===== src/rtl/tmr16_pkg.sv =====
`timescale 1ns/1ps
package tmr16_pkg;
  localparam int PRE_W = 10;

  typedef enum logic [1:0] {
    TOP_FULL  = 2'd0,
    TOP_FIXED = 2'd1,
    TOP_CMPA  = 2'd2,
    TOP_CAP   = 2'd3
  } top_src_e;

  typedef struct packed {
    logic     pwm;
    top_src_e src;
    logic [1:0] fix_sel;
  } mode_cfg_t;

  localparam logic [1:0] REG_COUNT = 2'd0;
  localparam logic [1:0] REG_CMPA  = 2'd1;
  localparam logic [1:0] REG_CAP   = 2'd2;

  localparam int FLG_CMP = 0;
  localparam int FLG_CAP = 1;
  localparam int FLG_OVF = 2;

  // Mode field decode: limit source and slope kind.
  function automatic mode_cfg_t decode_mode(input logic [3:0] m);
    mode_cfg_t c;
    c.pwm = 1'b0;
    c.src = TOP_FULL;
    c.fix_sel = 2'd0;
    case (m)
      4'd4:  c.src = TOP_CMPA;
      4'd12: c.src = TOP_CAP;
      4'd5:  begin c.pwm = 1'b1; c.src = TOP_FIXED; c.fix_sel = 2'd0; end
      4'd6:  begin c.pwm = 1'b1; c.src = TOP_FIXED; c.fix_sel = 2'd1; end
      4'd7:  begin c.pwm = 1'b1; c.src = TOP_FIXED; c.fix_sel = 2'd2; end
      4'd14: begin c.pwm = 1'b1; c.src = TOP_CAP;  end
      4'd15: begin c.pwm = 1'b1; c.src = TOP_CMPA; end
      default: ;
    endcase
    return c;
  endfunction

  // Low divider bits that must all be one for a tick.
  function automatic logic [PRE_W-1:0] prescale_mask(input logic [2:0] sel);
    case (sel)
      3'd2:    return 10'd7;
      3'd3:    return 10'd63;
      3'd4:    return 10'd255;
      3'd5:    return 10'd1023;
      default: return '0;
    endcase
  endfunction

  function automatic logic prescale_on(input logic [2:0] sel);
    return (sel >= 3'd1) && (sel <= 3'd5);
  endfunction

  // Fixed PWM limits: 8, 9 or 10 bits of ones.
  function automatic int fixed_top(input logic [1:0] fs);
    return (1 << (8 + int'(fs))) - 1;
  endfunction
endpackage


===== src/rtl/tmr16_prescale.sv =====
`timescale 1ns/1ps
module tmr16_prescale
  import tmr16_pkg::*;
(
  input  logic       clk,
  input  logic       rst_n,
  input  logic [2:0] clk_sel,
  output logic       tick
);
  logic [PRE_W-1:0] div_q;
  logic [PRE_W-1:0] mask;

  always_ff @(posedge clk or negedge rst_n) begin
    if (!rst_n) div_q <= '0;
    else        div_q <= div_q + 1'b1;
  end

  assign mask = prescale_mask(clk_sel);
  assign tick = prescale_on(clk_sel) && ((div_q & mask) == mask);
endmodule


===== src/rtl/tmr16_cmp_reg.sv =====
`timescale 1ns/1ps
module tmr16_cmp_reg #(
  parameter int CNT_W = 16
) (
  input  logic             clk,
  input  logic             rst_n,
  input  logic             wr_cmp,
  input  logic [CNT_W-1:0] wr_data,
  input  logic             buffered,
  input  logic             reload,
  output logic [CNT_W-1:0] cmp_act
);
  logic [CNT_W-1:0] cmp_buf;

  always_ff @(posedge clk or negedge rst_n) begin
    if (!rst_n) begin
      cmp_buf <= '0;
      cmp_act <= '0;
    end else begin
      if (wr_cmp) begin
        cmp_buf <= wr_data;
        if (!buffered) cmp_act <= wr_data;
      end
      if (buffered && reload) cmp_act <= cmp_buf;
    end
  end
endmodule


===== src/rtl/tmr16_wave.sv =====
`timescale 1ns/1ps
module tmr16_wave (
  input  logic       clk,
  input  logic       rst_n,
  input  logic [1:0] out_mode,
  input  logic       pwm,
  input  logic       cmp_event,
  input  logic       top_event,
  output logic       oc_q
);
  always_ff @(posedge clk or negedge rst_n) begin
    if (!rst_n) begin
      oc_q <= 1'b0;
    end else begin
      case (out_mode)
        2'd1: if (cmp_event) oc_q <= ~oc_q;
        2'd2: begin
          if (pwm && top_event) oc_q <= 1'b1;
          else if (cmp_event)   oc_q <= 1'b0;
        end
        2'd3: begin
          if (pwm && top_event) oc_q <= 1'b0;
          else if (cmp_event)   oc_q <= 1'b1;
        end
        default: ;
      endcase
    end
  end
endmodule


===== src/rtl/timer16_wgen.sv =====
`timescale 1ns/1ps
module timer16_wgen
  import tmr16_pkg::*;
#(
  parameter int CNT_W = 16
) (
  input  logic             clk,
  input  logic             rst_n,
  input  logic             wr_en,
  input  logic [1:0]       wr_sel,
  input  logic [CNT_W-1:0] wr_data,
  input  logic [3:0]       wave_mode,
  input  logic [1:0]       out_mode,
  input  logic [2:0]       clk_sel,
  input  logic             pin_dir,
  input  logic [2:0]       flag_clr,
  output logic [CNT_W-1:0] count,
  output logic             oc_pin,
  output logic             flag_cmp,
  output logic             flag_cap,
  output logic             flag_ovf
);
  localparam logic [CNT_W-1:0] CNT_MAX = '1;

  mode_cfg_t        cfg;
  logic             tick, step;
  logic             wr_cnt, wr_cmp, wr_cap;
  logic             at_top, top_event, cmp_event, ovf_event, cap_event;
  logic             oc_q;
  logic [CNT_W-1:0] count_q, cap_q, cmp_act, top_value;

  assign cfg    = decode_mode(wave_mode);
  assign wr_cnt = wr_en && (wr_sel == REG_COUNT);
  assign wr_cmp = wr_en && (wr_sel == REG_CMPA);
  assign wr_cap = wr_en && (wr_sel == REG_CAP);

  tmr16_prescale u_pre (
    .clk     (clk),
    .rst_n   (rst_n),
    .clk_sel (clk_sel),
    .tick    (tick)
  );

  tmr16_cmp_reg #(.CNT_W(CNT_W)) u_cmp (
    .clk      (clk),
    .rst_n    (rst_n),
    .wr_cmp   (wr_cmp),
    .wr_data  (wr_data),
    .buffered (cfg.pwm),
    .reload   (top_event),
    .cmp_act  (cmp_act)
  );

  always_comb begin
    case (cfg.src)
      TOP_FIXED: top_value = CNT_W'(fixed_top(cfg.fix_sel));
      TOP_CMPA:  top_value = cmp_act;
      TOP_CAP:   top_value = cap_q;
      default:   top_value = CNT_MAX;
    endcase
  end

  // Named internal events
  assign step      = tick && !wr_cnt;
  assign at_top    = (count_q == top_value);
  assign top_event = step && at_top;
  assign cmp_event = step && (count_q == cmp_act);
  assign ovf_event = step && (cfg.pwm ? at_top : (count_q == CNT_MAX));
  assign cap_event = top_event && (cfg.src == TOP_CAP);

  always_ff @(posedge clk or negedge rst_n) begin
    if (!rst_n)         count_q <= '0;
    else if (wr_cnt)    count_q <= wr_data;
    else if (top_event) count_q <= '0;
    else if (step)      count_q <= count_q + 1'b1;
  end

  always_ff @(posedge clk or negedge rst_n) begin
    if (!rst_n)      cap_q <= '0;
    else if (wr_cap) cap_q <= wr_data;
  end

  always_ff @(posedge clk or negedge rst_n) begin
    if (!rst_n) begin
      flag_cmp <= 1'b0;
      flag_cap <= 1'b0;
      flag_ovf <= 1'b0;
    end else begin
      flag_cmp <= cmp_event || (flag_cmp && !flag_clr[FLG_CMP]);
      flag_cap <= cap_event || (flag_cap && !flag_clr[FLG_CAP]);
      flag_ovf <= ovf_event || (flag_ovf && !flag_clr[FLG_OVF]);
    end
  end

  tmr16_wave u_wave (
    .clk       (clk),
    .rst_n     (rst_n),
    .out_mode  (out_mode),
    .pwm       (cfg.pwm),
    .cmp_event (cmp_event),
    .top_event (top_event),
    .oc_q      (oc_q)
  );

  assign count  = count_q;
  assign oc_pin = pin_dir && (out_mode != 2'd0) && oc_q;
endmodule


===== config.mk =====
export PLATFORM = sky130hd
export DESIGN_NAME = timer16_wgen
export DESIGN_NICKNAME = d
export VERILOG_FILES = /design/src/rtl/tmr16_pkg.sv /design/src/rtl/tmr16_prescale.sv /design/src/rtl/tmr16_cmp_reg.sv /design/src/rtl/tmr16_wave.sv /design/src/rtl/timer16_wgen.sv
export SDC_FILE = /design/constraint.sdc
export NUM_CORES = 1
export LEC_CHECK = 0
export BUFFER_PORTS_ARGS = -buffer_cell sky130_fd_sc_hd__buf_2
export CORE_MARGIN = 2
export CORE_UTILIZATION = 54
export DETAILED_ROUTE_END_ITERATION = 10
export PLACE_DENSITY = 0.77
export SYNTH_ARGS = -nofsm -noshare
export SYNTH_HDL_FRONTEND = slang
export SYNTH_SLANG_ARGS = --single-unit

===== constraint.sdc =====
create_clock -name clk -period 2.5 [get_ports clk]
set_clock_uncertainty 0.15 [all_clocks]
set_input_delay 0.125 -clock clk [delete_from_list [all_inputs] [get_ports clk]]
set_output_delay 0.125 -clock clk [all_outputs]
set_load 0.01 [all_outputs]

; ---- After elaboration in Yosys (flattened, before gate mapping)
; Cells that the tools add are included.
[word_totals]
ff_bits = 78
latchBits = 0
mem_bits_rw = 0
mem_bits_ro = 0
in_bits = 34
out_inout_bits = 20
word_cells = 97
mem_count = 0
[op_classes]
addsub = 4
mul = 0
n_div = 0
order_cmp = 2
n_eq_ne = 27
shift = 1
muxes = 18
n_bitwise = 2
n_reduce_logical = 34
[ops]
columns = op, count
row1 = 16-bit two-way mux, 6
row2 = 16-bit case mux with 3 select lines, 1
row3 = 10-bit case mux with 4 select lines, 1
row4 = 16-bit equality test, 2
row5 = 16-bit by 1-bit adder with 16-bit output (second input constant), 1
row6 = 16-bit equality test (second input constant), 1
row7 = 4-bit by 3-bit equality test with 1-bit output (second input constant), 4
row8 = 1-bit logical AND, 16
row9 = 1-bit by 5-bit << shifter with 16-bit output (first input constant), 1
row10 = 16-bit by 2-bit subtractor with 16-bit output (second input constant), 1
row11 = 4-bit equality test (second input constant), 3
row12 = 10-bit by 1-bit adder with 10-bit output (second input constant), 1
row13 = 10-bit bitwise AND, 1
row14 = 10-bit equality test, 1
row15 = 2-bit equality test (second input constant), 5
row16 = 1-bit two-way mux, 7
row17 = 2-bit by 1-bit equality test with 1-bit output (second input constant), 3
row18 = 3-bit by 2-bit equality test with 1-bit output (second input constant), 2
row19 = 3-bit equality test (second input constant), 2
row20 = 3-bit inequality test (second input constant), 2
row21 = 2-bit case mux with 3 select lines, 1
row22 = 3-bit nonzero test, 2
row23 = 4-bit by 2-bit adder with 5-bit output (first input constant), 1
row24 = 5-bit OR reduction, 1
row25 = other kinds (14), 22

; ---- Logic depth before layout (Yosys ltp)
[logic_depth]
ltp_word = 11
depth_mapped = 13
depth_no_buf = 9

; ---- Hierarchy
; From an unflattened synthesis, not the netlist that was laid out.
[hier_totals]
hier_cells = 485
area_unflattened_um2 = 5083.6
[by_module_without_submodules]
columns = mod, n_inst, cells_each, area_each_um2, seq_area_each_um2
row1 = timer16_wgen, 1, 331, 2920.3, 875.8
row2 = tmr16_cmp_reg, 1, 104, 1617.8, 800.8
row3 = tmr16_prescale, 1, 40, 460.4, 250.2
row4 = tmr16_wave, 1, 10, 85.1, 25.0

; ---- Worst setup path before layout
; OpenSTA, ideal clock, no wires.
[synth_timing]
path_type = register to register
start = register count_q[1], in the netlist count[1]
end = register u_cmp.cmp_act[11]
setup_ns = 0.126
arrival_time_ns = 2.366
required_time_ns = 2.224
path_slack_ns = -0.142
path_stages_with_launch = 11
n_path_buf = 2
period_less_slack_ns = 2.642
path_cell_list = dfrtp_1 -> clkbuf_1 -> nand2_1 -> or4_1 -> o22ai_1 -> a211oi_2 -> a211oi_2 -> and4_4 -> a21oi_4 -> buf_6 -> a221o_1
[synth_via]
elab_chain_cells = 5
word_cells_on_any_way = 7
classes_between = eq/ne (2) / mux (1) / reduce/logical (4)
[synth_rtl]
columns = element, line_no
row1 = "start, declared", timer16_wgen.sv:30  ; logic [CNT_W-1:0] count_q, cap_q, cmp_act, top_value;
row2 = "start signal, assigned", timer16_wgen.sv:73  ; else if (wr_cnt) count_q <= wr_data;
row3 = "start signal, assigned", timer16_wgen.sv:75  ; else if (step) count_q <= count_q + 1'b1;
row4 = 16-bit equality test *, timer16_wgen.sv:65  ; assign at_top = (count_q == top_value);
row5 = 1-bit logical AND *, timer16_wgen.sv:66  ; assign top_event = step && at_top;
row6 = 1-bit logical AND *, tmr16_cmp_reg.sv:24  ; if (buffered && reload) cmp_act <= cmp_buf;
row7 = 2-bit inequality test (no source line) or 2-bit nonzero test (tied branches), n/a
row8 = 2-bit AND reduction (no source line), n/a
row9 = "end signal, assigned", tmr16_cmp_reg.sv:22  ; if (!buffered) cmp_act <= wr_data;
row10 = "end signal, assigned", tmr16_cmp_reg.sv:24
row11 = "end, declared", tmr16_cmp_reg.sv:11  ; output logic [CNT_W-1:0] cmp_act
; Mark *: on every way between the ends. The rest lies on a longest branch, timed or not.
; A chain may end at the register's enable or synchronous reset.

; ---- Worst setup path after layout
[layout_timing]
start = register u_cmp.cmp_act[8]
end = register u_cmp.cmp_act[2]
[layout_via]
elab_chain_cells = 6
word_cells_on_any_way = 8
classes_between = eq/ne (2) / mux (2) / reduce/logical (4)
[layout_rtl]
columns = element, line_no
row1 = 16-bit case mux with 3 select lines *, timer16_wgen.sv:55  ; case (cfg.src)
row2 = 16-bit equality test *, timer16_wgen.sv:65
row3 = 1-bit logical AND *, timer16_wgen.sv:66
row4 = 1-bit logical AND *, tmr16_cmp_reg.sv:24
row5 = 2-bit inequality test (no source line) or 2-bit nonzero test (tied branches), n/a
row6 = 2-bit AND reduction (no source line), n/a
; Marks and branches as above.

==> results.py <==
metrics = {
    "layout": {
        "layout.cells.non_filler": 753,
        "finish.instance_area_sq_um": 6380,
        "layout.core_utilization_pct": 72.5,
        "numnets_final": 681,
        "most-common-layout-cells": "dfrtp_1 (78), buf_4 (78), buf_2 (52)",
        "syn2layout_area_growth_pct": 28.5,
        "antenna-diode-count": 0,
        "drive_above_1_share_pct": 34.7,
    },
    "worst_setup_path": {
        "setup.reg_to_reg.worst_slack_ns": -0.14,
        "cp_max_fo": 8,
        "worstReg2RegStart": "u_cmp.cmp_act[8]$_DFFE_PN0P_",
        "regToRegEndpoint": "u_cmp.cmp_act[2]$_DFFE_PN0P_",
        "start_kind": "flop",
        "worst-endpoint-arrival_ns": 2.74,
        "critical_path_class": "reg -> reg",
        "slowest_library_cell_on_the_worst_path": "dfrtp_1",
        "count_of_buffer_and_inverter_cells_on_the_critical_path": 0,
        "cpPeakStageDelay_ns": 0.44,
        "timing.critical_path.to_type": "flop",
        "timing.critical_path.required_ns": 2.59,
        "path_depth_of_the_worst_reg2reg_path": 8,
        "critical-path-top-delay-family": "compound AO/OA/AOI/OAI gates",
        "crit_path_cell_trace": "nor2b_1, o221ai_1, nor3b_1, nand3_1, a211oi_2, and4_4, a21oi_4, a221o_1",
    },
    "timing": {
        "hold-worst-slack_ns": 0.0747,
        "finalSetupViolCount": 16,
        "finalWorstSetupSlack_ns": -0.144,
        "worst_slew_pin_slew_ns": 0.692,
        "max_clock_freq_mhz": 378,
        "max-slew-margin-rel_pct": 53.7,
        "unrepaired_setup_endpoints_after_global_routing": "true",
        "period_share_pct": 106,
        "hold_viol_final": 0,
        "setup-tns-final_ns": -1.58,
        "finalWorstPathRequiredPeriod_ns": 2.64,
        "timing_max_transition_violations_final": 0,
    },
    "power": {
        "power_frac_comb_pct": 39.6,
        "peakVddDrop_mv": 0.424,
        "cellInternalPower_mw": 3.09,
        "cellLeakagePower_nw": 2.83,
        "post-layout-total-power_mw": 4.79,
        "power-per-cell-area_nw_per_um2": 750,
        "p_sw_mw": 1.70,
        "p_sw_share_pct": 35.4,
        "power.share.sequential_pct": 36.4,
        "clock_power_share_pct": 24.0,
    },
    "placed_design": {
        "dpl_cell_area_sq_um": 5740,
        "place.port_buffers": 53,
        "gp_congestion": 0.960,
        "place_worst_setup_slack_ns": -0.492,
        "detailed_place_hpwl_microns": 10100,
        "cells_after_dpl": 708,
    },
    "cts": {
        "total_clock_buffers_created_by_cts": 9,
        "cts.sinks": 78,
        "root_buffer": "clkbuf_8",
        "clk_latency_ns": 0.36,
        "clk_path_buf_depth": 2,
        "htree_levels": 3,
        "tritoncts": "done",
        "cts.reportedPaths.clkPinSlew_ns": 0.09,
    },
    "synth": {
        "syn-instance-count": 512,
        "number_of_flops_mapped_to_enable_cells_by_yosys": 0,
        "synth.yosys.seq_area_share_pct": 39.3,
        "postSynthAreaPerCell_sq_um": 9.70,
        "syn_area_sq_um": 4970,
        "mappedNetlistNets": 552,
        "ys.flop_type": "dfrtp_1",
        "yosys_warnings": 0,
        "async_reset_ff_share_pct": 100,
        "yosys.cell_types.count": 69,
        "postSynthRegisterBits": 78,
    },
    "route": {
        "wl_per_cell_microns": 19.1,
        "routed-wl-met2_microns": 6650,
        "detailedRoute.firstIterationViolations": 265,
        "wl_met1_microns": 6540,
        "drt-total-wl_microns": 14300,
        "dr_total_vias": 4612,
        "drt_pre_antenna_iters": 4,
        "dr.max_layer_used": "met4",
        "drt-vias-per-instance": 6.12,
        "detail-route-antenna-nets": 0,
        "met3RoutedLength_microns": 833,
        "drc_errors": 0,
    },
    "grt": {
        "gr-usage-all-layers_pct": 29.7,
        "via_count_of_the_first_global_routing_pass": 4477,
        "grt_antenna_before_repair": 0,
        "gr-total-overflow": 0,
        "grt_pass1_wl_microns": 23100,
        "maximum_number_of_pins_on_one_net_before_global_route_repair": 51,
    },
    "floorplanning": {
        "io_pins": 54,
        "floorplan.rows": 34,
        "dieHeight_microns": 99.9,
        "core_region_area_sq_um": 8810,
        "width_of_the_die_microns": 99.9,
        "initial_core_util_pct": 56.4,
        "fp.dieArea_sq_um": 9980,
    },
    "flow_run": {
        "maxCapViolCount": 0,
    },
    "min_path": {
        "worst_hold_path_type": "in -> async",
    },
    "run_status": {
        "status": "complete, but fails checks",
        "violations": "negative setup slack",
    },
}
==> worst reg2reg max path: stages, from the launching register on <==
cell and delay, ns:
dfrtp_1 0.44, nor2b_1 0.16, o221ai_1 0.36, nor3b_1 0.24, nand3_1 0.13, a211oi_2 0.26
and4_4 0.31, a21oi_4 0.12, a221o_1 0.36
==> flip-flops by register name, summed over array words and instances, names as in the netlist <==
name / count
u_cmp.cmp_act: 16
u_wave.oc_q: 1
count: 16
flag_cmp: 1
flag_cap: 1
flag_ovf: 1
cap_q: 16
u_cmp.cmp_buf: 16
u_pre.div_q: 10
==> synthesized netlist by cell type (all sizes together) (3+ instances only) <==
cell | instances | area [sq um]
nand3 | 42 | 210
dfrtp | 78 | 1950
or3 | 3 | 18.8
o21ai | 24 | 120
nor3 | 12 | 60.1
xnor2 | 8 | 70.1
inv | 15 | 56.3
or3b | 7 | 61.3
a211o | 4 | 35.0
and2 | 18 | 113
nand2b | 4 | 25.0
nand2 | 28 | 105
a221o | 19 | 190
clkbuf | 27 | 101
nor3b | 4 | 30.0
a31oi | 4 | 25.0
o221ai | 6 | 65.1
xor2 | 24 | 210
buf | 13 | 128
nor4 | 17 | 128
nor4b | 4 | 41.3
a211oi | 5 | 52.6
or4 | 6 | 45.0
a21oi | 12 | 71.3
and4 | 4 | 37.5
nor2b | 6 | 37.5
nor2 | 20 | 75.1
mux2 | 34 | 387
and3 | 12 | 75.1
ha | 6 | 75.1
nand3b | 4 | 30.0
mux2i | 3 | 30.0
nand4 | 3 | 18.8
or2 | 8 | 50.0
==> final cells by class <==
cell class / instances / area (sq um)
Multi-Input combinational cell: 379 / 2860
Fill cell: 677 / 2420
Sequential cell: 78 / 1950
Timing Repair Buffer: 157 / 1140
Tap cell: 108 / 135
Clock buffer: 9 / 124
Clock inverter: 6 / 111
Inverter: 16 / 60.1
==> metal layers <==
metal	track usage [%]	vias to the layer above
li1	-	2144
met1	42.1	2268
met2	47.2	173
met3	5.64	27
met4	8.01	0
met5	0	-
==> cell families (layout without fill, tap and decap cells) <==
| family | count (synthesis) | after routing | share of synthesized area [%] |
|---|---|---|---|
| AO/OA/AOI/OAI | 93 | 94 | 14.7 |
| XOR/XNOR | 32 | 32 | 5.64 |
| adder cells (fa/ha/maj) | 6 | 6 | 1.51 |
| buffers and inverters | 56 | 188 | 5.82 |
| flip-flops | 78 | 78 | 39.3 |
| multiplexers | 37 | 37 | 8.39 |
| other | 2 | 2 | 0.151 |
| AND/OR/NAND/NOR | 208 | 208 | 24.5 |
==> what timing repair did <==
action | 4_1_cts | 5_1_grt
pin swaps | 15 | 23
endpoints found under the setup margin | 17 | 35
gates cloned | 1 | 0
endpoints found under the hold margin | 134 | 0
setup buffers | 4 | 5
hold buffers | 22 | 0
resized for setup | 7 | 26
==> worst max path at each step <==
stage	start	to	slack, ns	depth (start not counted)
detailed placement	wave_mode[0]	u_cmp.cmp_act[6]$_DFFE_PN0P_	-0.49	10
floorplan	count[1]$_DFFE_PN0P_	u_cmp.cmp_act[11]$_DFFE_PN0P_	-0.04	10
global placement	wave_mode[3]	u_cmp.cmp_act[9]$_DFFE_PN0P_	-0.41	9
global route	u_cmp.cmp_act[13]$_DFFE_PN0P_	u_cmp.cmp_act[2]$_DFFE_PN0P_	-0.20	8
finish	u_cmp.cmp_act[8]$_DFFE_PN0P_	u_cmp.cmp_act[2]$_DFFE_PN0P_	-0.14	8
CTS	u_cmp.cmp_act[13]$_DFFE_PN0P_	u_cmp.cmp_act[7]$_DFFE_PN0P_	-0.11	8
==> power groups by stage <==
stage / clock network, mW / logic [mW] / registers (mW)
final: 1.15 / 1.90 / 1.74
after global routing: 1.22 / 2.06 / 1.77
after CTS: 1.16 / 1.79 / 1.73
after detailed placement: 0 / 1.73 / 1.76
after global placement: 0 / 1.70 / 1.74
after floorplan: 0 / 1.06 / 1.71
Note: power is estimated with default switching activity, not from simulation.
